$ cat src/rtl/fmx_pkg.sv
// Package: shared types of the square-wave FM transmitter.
// Assumes: none; pure type definitions.
package fmx_pkg;
    typedef enum logic {LO_INTERNAL = 1'b0, LO_EXTERNAL = 1'b1} lo_src_e;
    typedef enum logic {PROBE_RF = 1'b0, PROBE_LODIV = 1'b1} probe_src_e;
endpackage

$ cat src/rtl/fmx_sample_loader.sv
// Module: scales each accepted sample and loads it as the NCO phase step.
// Assumes: smp_valid_i is a one-cycle strobe; rst_n is synchronous, active low.
module fmx_sample_loader #(
    parameter int SAMPLE_W = 10,
    parameter int PHASE_W  = 16,
    parameter int SHIFT_W  = 2,
    parameter bit SCALE_EN = 1'b1
) (
    input  logic                clk,
    input  logic                rst_n,
    input  logic [SAMPLE_W-1:0] smp_data_i,
    input  logic                smp_valid_i,
    input  logic [SHIFT_W-1:0]  dev_shift_i,
    output logic [PHASE_W-1:0]  step_o
);
    logic [PHASE_W-1:0] scaled;
    logic [PHASE_W-1:0] step_q;

    // Zero-extend the sample to phase width and apply the deviation shift.
    always_comb scaled = PHASE_W'(smp_data_i) >> dev_shift_i;

    generate
        if (SCALE_EN) begin : g_staged
            logic [PHASE_W-1:0] stage_q;
            logic               stage_v_q;

            // Hold the scaled sample for one cycle before the load.
            always_ff @(posedge clk) begin
                if (!rst_n) begin
                    stage_q   <= '0;
                    stage_v_q <= 1'b0;
                end else begin
                    stage_q   <= scaled;
                    stage_v_q <= smp_valid_i;
                end
            end

            // Load the staged value into the step register.
            always_ff @(posedge clk) begin
                if (!rst_n)         step_q <= '0;
                else if (stage_v_q) step_q <= stage_q;
            end

            assert_load_R1: assert property (@(posedge clk) disable iff (!rst_n)
                stage_v_q |=> step_q == $past(stage_q));
            assert_hold_R2: assert property (@(posedge clk) disable iff (!rst_n)
                !stage_v_q |=> $stable(step_q));
        end else begin : g_direct
            // Load the scaled sample straight into the step register.
            always_ff @(posedge clk) begin
                if (!rst_n)           step_q <= '0;
                else if (smp_valid_i) step_q <= scaled;
            end

            assert_hold_R2: assert property (@(posedge clk) disable iff (!rst_n)
                !smp_valid_i |=> $stable(step_q));
        end
    endgenerate

    assign step_o = step_q;
endmodule

$ cat src/rtl/fmx_nco.sv
// Module: wrapping phase accumulator; its top bit is the oscillator square wave.
// Assumes: step_i is a registered value; rst_n is synchronous, active low.
module fmx_nco #(
    parameter int PHASE_W = 16
) (
    input  logic               clk,
    input  logic               rst_n,
    input  logic [PHASE_W-1:0] step_i,
    output logic               osc_o
);
    logic [PHASE_W-1:0] acc_q;

    // Add the phase step every clock; overflow wraps modulo 2^PHASE_W.
    always_ff @(posedge clk) begin
        if (!rst_n) acc_q <= '0;
        else        acc_q <= acc_q + step_i;
    end

    assign osc_o = acc_q[PHASE_W-1];

    assert_still_R3: assert property (@(posedge clk) disable iff (!rst_n)
        (step_i == '0) |=> $stable(osc_o));
endmodule

$ cat src/rtl/fmx_lo_mixer.sv
// Module: LO source, XNOR mixer, complementary antenna drive and probe mux.
// Assumes: ext_lo_i is synchronous to clk or tolerates one sampling register.
module fmx_lo_mixer
    import fmx_pkg::*;
#(
    parameter int DIV_LOG2 = 2
) (
    input  logic clk,
    input  logic rst_n,
    input  logic osc_i,
    input  logic lo_sel_i,
    input  logic ext_lo_i,
    input  logic probe_sel_i,
    output logic ant_p_o,
    output logic ant_n_o,
    output logic probe_o
);
    localparam int CNT_W = DIV_LOG2 + 1;

    logic             lo_int_q, lo_ext_q, lo_prev_q, rf_q;
    logic             lo;
    logic [CNT_W-1:0] div_q;
    lo_src_e          lo_src;
    probe_src_e       probe_src;

    // Decode the selects into named sources and pick the LO bit.
    always_comb begin
        lo_src    = lo_src_e'(lo_sel_i);
        probe_src = probe_src_e'(probe_sel_i);
        lo        = (lo_src == LO_EXTERNAL) ? lo_ext_q : lo_int_q;
    end

    // Internal LO toggle, external LO sampling and LO history.
    always_ff @(posedge clk) begin
        if (!rst_n) begin
            lo_int_q  <= 1'b0;
            lo_ext_q  <= 1'b0;
            lo_prev_q <= 1'b0;
        end else begin
            lo_int_q  <= ~lo_int_q;
            lo_ext_q  <= ext_lo_i;
            lo_prev_q <= lo;
        end
    end

    // Count LO transitions; the top counter bit is LO divided by four.
    always_ff @(posedge clk) begin
        if (!rst_n)               div_q <= '0;
        else if (lo != lo_prev_q) div_q <= div_q + 1'b1;
    end

    // Hard-limited multiply: XNOR of oscillator and LO, registered.
    always_ff @(posedge clk) begin
        if (!rst_n) rf_q <= 1'b0;
        else        rf_q <= ~(osc_i ^ lo);
    end

    assign ant_p_o = rf_q;
    assign ant_n_o = ~rf_q;
    assign probe_o = (probe_src == PROBE_LODIV) ? div_q[DIV_LOG2] : rf_q;

    assert_mix_R4: assert property (@(posedge clk) disable iff (!rst_n)
        1'b1 |=> ant_p_o == ~($past(osc_i) ^ $past(lo)));
    assert_div_hold_R6: assert property (@(posedge clk) disable iff (!rst_n)
        (lo == lo_prev_q) |=> $stable(div_q));
    assert_lo_toggle_R7: assert property (@(posedge clk) disable iff (!rst_n)
        1'b1 |=> lo_int_q != $past(lo_int_q));

    // Complementary pair check, sampled away from the update.
    always_comb begin
        if (rst_n) begin
            assert_compl_R5: assert (ant_p_o ^ ant_n_o);
        end
    end
endmodule

$ cat src/rtl/fm_xnor_tx.sv
// Module: top of the square-wave FM transmitter (loader -> NCO -> XNOR mixer).
// Assumes: one clock domain; rst_n is synchronous, active low.
module fm_xnor_tx #(
    parameter int SAMPLE_W = 10,
    parameter int PHASE_W  = 16,
    parameter int SHIFT_W  = 2,
    parameter bit SCALE_EN = 1'b1,
    parameter int DIV_LOG2 = 2
) (
    input  logic                clk,
    input  logic                rst_n,
    input  logic [SAMPLE_W-1:0] smp_data_i,
    input  logic                smp_valid_i,
    input  logic [SHIFT_W-1:0]  dev_shift_i,
    input  logic                lo_sel_i,
    input  logic                ext_lo_i,
    input  logic                probe_sel_i,
    output logic                ant_p_o,
    output logic                ant_n_o,
    output logic                probe_o
);
    logic [PHASE_W-1:0] step;
    logic               osc;

    fmx_sample_loader #(
        .SAMPLE_W(SAMPLE_W), .PHASE_W(PHASE_W),
        .SHIFT_W(SHIFT_W),   .SCALE_EN(SCALE_EN)
    ) u_loader (
        .clk(clk), .rst_n(rst_n), .smp_data_i(smp_data_i),
        .smp_valid_i(smp_valid_i), .dev_shift_i(dev_shift_i), .step_o(step)
    );

    fmx_nco #(.PHASE_W(PHASE_W)) u_nco (
        .clk(clk), .rst_n(rst_n), .step_i(step), .osc_o(osc)
    );

    fmx_lo_mixer #(.DIV_LOG2(DIV_LOG2)) u_mix (
        .clk(clk), .rst_n(rst_n), .osc_i(osc), .lo_sel_i(lo_sel_i),
        .ext_lo_i(ext_lo_i), .probe_sel_i(probe_sel_i),
        .ant_p_o(ant_p_o), .ant_n_o(ant_n_o), .probe_o(probe_o)
    );
endmodule

$ cat config.mk
export PLATFORM = sky130hd
export DESIGN_NAME = fm_xnor_tx
export DESIGN_NICKNAME = d
export VERILOG_FILES = /design/src/rtl/fmx_pkg.sv /design/src/rtl/fmx_sample_loader.sv /design/src/rtl/fmx_nco.sv /design/src/rtl/fmx_lo_mixer.sv /design/src/rtl/fm_xnor_tx.sv
export SDC_FILE = /design/constraint.sdc
export NUM_CORES = 1
export LEC_CHECK = 0
export BUFFER_PORTS_ARGS = -buffer_cell sky130_fd_sc_hd__clkbuf_2
export CORE_MARGIN = 2
export CORE_UTILIZATION = 30
export CTS_BUF_LIST = sky130_fd_sc_hd__clkbuf_16
export DETAILED_ROUTE_END_ITERATION = 10
export PLACE_DENSITY = 0.52
export SLEW_MARGIN = 20
export SYNTH_ARGS = -nofsm -noshare
export SYNTH_HDL_FRONTEND = slang
export SYNTH_SLANG_ARGS = --single-unit
$ cat constraint.sdc
create_clock -name clk -period 2.3 [get_ports clk]
set_clock_uncertainty 0.2 [all_clocks]
set_input_delay 0.46 -clock clk [delete_from_list [all_inputs] [get_ports clk]]
set_output_delay 0.46 -clock clk [all_outputs]
set_load 0.01 [all_outputs]
==> metrics.yaml <==
layout:
  layout.cells.most_common_list: "44 x sky130_fd_sc_hd__dfxtp_1, 26 x sky130_fd_sc_hd__nor2_1, 20 x sky130_fd_sc_hd__clkbuf_2, 17 x sky130_fd_sc_hd__mux2i_1, 13 x sky130_fd_sc_hd__and2_1"
  post-route-util_pct: 36.0
  count_of_placed_standard_cells_in_the_final_layout_fillers_left_out: 310
  multi_input_comb_area_um2: 1120
  diodes: 0
  seqCellArea_um2: 881
  fraction_of_final_layout_cells_sized_beyond_drive_strength_1_pct: 18.7
  mostFrequentLayoutCell: "sky130_fd_sc_hd__dfxtp_1"
  syn2layout_area_growth_pct: 18.1
  filler_cell_count: 688
  design.final.nets: 260
hold_path:
  hold_path.startpoint: "ext_lo_i"
  hold_path.class: "input pin to flop"
global_route:
  grt_use_total_pct: 10.4
  overall_overflow_remaining_after_global_route: 0
  number_of_antenna_violations_at_the_first_check_in_global_routing: 0
  grt_first_pass_wirelength_um: 6160
  first_global_vias: 1341
  pin_count_of_the_biggest_net_entering_global_routing: 30
cts:
  cts-root-buf: "sky130_fd_sc_hd__clkbuf_16"
  sink_count_of_the_clock_tree: 44
  ctsHtreeMaxLevel: 2
  clock_insertion_delay_worst_skew_ps: 280
  cts-hold-fix-buffers: 0
  cts_tree: "yes"
  cts_max_path_buffers: 2
  cts-buffers-inserted: 5
  clkTransAtPathRegs_ps: 60
synthesis:
  synth_enable_flop_cells: 0
  part_of_the_yosys_area_used_for_sequential_elements_pct: 43.2
  synth_warn: 0
  syn-num-nets: 235
  synth_flop_cell: "sky130_fd_sc_hd__dfxtp_1"
  ys_ff_latch: 44
  synthesis.area_per_instance_um2: 9.95
  netlist_instances: 205
  ys_types: 35
  async_reset_ff_share_pct: 0
  synthesis.area_um2: 2040
floorplanning:
  standard_cell_rows: 30
  pin_count: 21
  die_extent_in_x_um: 86.5
  initial_utilization_pct: 30.5
  core_area_um2: 6680
  die_h_um: 86.5
  die_area_um2: 7470
critical_path:
  timing.critical_path.arrival_ps: 2120
  worst-r2r-setup-slack_ps: 130
  timing_worst_setup_path_type: "flop to flop"
  critPathMaxFanout: 5
  timing.critical_path.required_ps: 2250
  worstReg2RegStart: "u_loader.step_o[0]"
  worst_setup_path_end_kind: "flop"
  crit_start: "u_loader.step_o[0]"
  startpoint_type: "flop"
pwr:
  powerDensity_nw_per_um2: 682
  cellLeakagePower_nw: 1.03
  irDropWorstVdd_v: 0.000341
sta:
  max_freq_mhz: 461
  grt_setup_unrepaired: "false"
  fin_crit_sh_pct: 94.3
  slew_headroom_pct: 62.0
  setup_violation_total_in_the_final_timing_report: 0
  final_setup_tns_ps: 0
  finalHoldViolations: 0
  period_needed_ps: 2170
  timing.final.max_slew_violations: 0
  worst_slew_pin_slew_ps: 570
  hold-worst-slack_ps: 187
route:
  routedWlPerCell_um: 11.4
  dr.first_iter.drc_count: 44
  drtAntennaViolNets: 0
  detail_route.wirelength_um: 3530
  detailedRoute.firstPassIterationCount: 4
  detail_route.drc_violations: 0
  vias: 1453
  drt-vias-per-instance: 4.69
status:
  run_status: "complete, no violations"
place:
  place.detailed.instances: 302
  gp_congestion: 0.718
  hpwlAfterDp_um: 2610
  port-buffer-count: 20
flow_run:
  cap_violations: 0
-- registers in the layout (all words and copies together) (netlist names) --
register,cells
u_mix.div_q,3
u_mix.lo_prev_q,1
u_mix.lo_int_q,1
u_mix.ant_p_o,1
u_loader.g_staged.stage_q,10
u_mix.lo_ext_q,1
u_loader.step_o,10
u_nco.acc_q,16
u_loader.g_staged.stage_v_q,1
-- path summary, 6_finish.rpt --
kind	to	depth (start not counted)
max	u_nco.acc_q[14]	7
min	u_mix.lo_ext_q	2
max reg2reg	u_nco.acc_q[14]	7
min reg2reg	u_mix.lo_int_q	1
-- stage by stage --
step	instance area, um^2	power (W)	worst slack (ps)
final	2410	0.00164	131
after global routing	2410	0.00172	10.8
after CTS	2390	0.00166	17.8
after detailed placement	2250	0.000996	32.5
after global placement	2250	0.000992	49.8
after floorplan	2040	0.000945	128
-- metal layers --
metal  track usage [%]  wire [um]
met1              13.1       1730
met2              17.1       1640
met5                 0          0
met3              2.86         97
met4              3.41         58
-- cell families after synthesis --
logic type | Yosys count | synth area share (%)
mux | 23 | 15.0
simple gates | 67 | 16.0
flops | 44 | 43.2
xor+xnor | 10 | 4.29
buf+inv | 14 | 2.64
compound gates | 35 | 11.2
fa+ha+maj | 12 | 7.73
-- what timing repair did --
action	in CTS	in global routing
gates resized for setup	0	3
setup endpoints to repair	0	5
endpoints found under the hold margin	0	0
setup buffers	0	1
-- worst max-delay path: stages, from the launching register on --
cell and delay (ps):
sky130_fd_sc_hd__dfxtp_1 310, sky130_fd_sc_hd__ha_1 220, sky130_fd_sc_hd__fa_2 350, sky130_fd_sc_hd__a21o_1 200
sky130_fd_sc_hd__a221oi_4 320, sky130_fd_sc_hd__a221o_1 260, sky130_fd_sc_hd__or3_1 130, sky130_fd_sc_hd__a21oi_1 60
-- cells in the mapped netlist (3+ instances only) --
library cell               count  share of area, %
sky130_fd_sc_hd__inv_1         5              0.92
sky130_fd_sc_hd__clkbuf_1      5              0.92
sky130_fd_sc_hd__mux4_2        6               6.6
sky130_fd_sc_hd__a21oi_1      12               2.9
sky130_fd_sc_hd__o21ai_0       7               1.7
sky130_fd_sc_hd__nor2_1       26               4.8
sky130_fd_sc_hd__xor2_1        5               2.1
sky130_fd_sc_hd__ha_1         11               6.7
sky130_fd_sc_hd__o211ai_1      3               1.1
sky130_fd_sc_hd__nand3_1       3              0.74
sky130_fd_sc_hd__and2_1       13               4.0
sky130_fd_sc_hd__nand2_1      10               1.8
sky130_fd_sc_hd__xnor2_1       5               2.1
sky130_fd_sc_hd__nand2b_1      3              0.92
sky130_fd_sc_hd__dfxtp_1      44                43
sky130_fd_sc_hd__a21o_1        3               1.1
sky130_fd_sc_hd__nor3_1        3              0.74
sky130_fd_sc_hd__mux2i_1      17               8.3
sky130_fd_sc_hd__buf_1         3              0.55
-- where the power goes --
group	switching, W	internal [W]
sequential	0.0000197	0.000799
clock	0.000272	0.000393
combinational	0.0000758	0.0000828
total	0.000368	0.00128
-- cell type report --
| cell class | count | share of cell area, % |
|---|---|---|
| Clock buffer | 5 | 5.19 |
| Clock inverter | 2 | 0.519 |
| Inverter | 5 | 0.779 |
| Multi-Input combinational cell | 147 | 46.4 |
| Sequential cell | 44 | 36.6 |
| Tap cell | 80 | 4.16 |
| Timing Repair Buffer | 27 | 6.34 |
(Power assumes the default switching activity.)
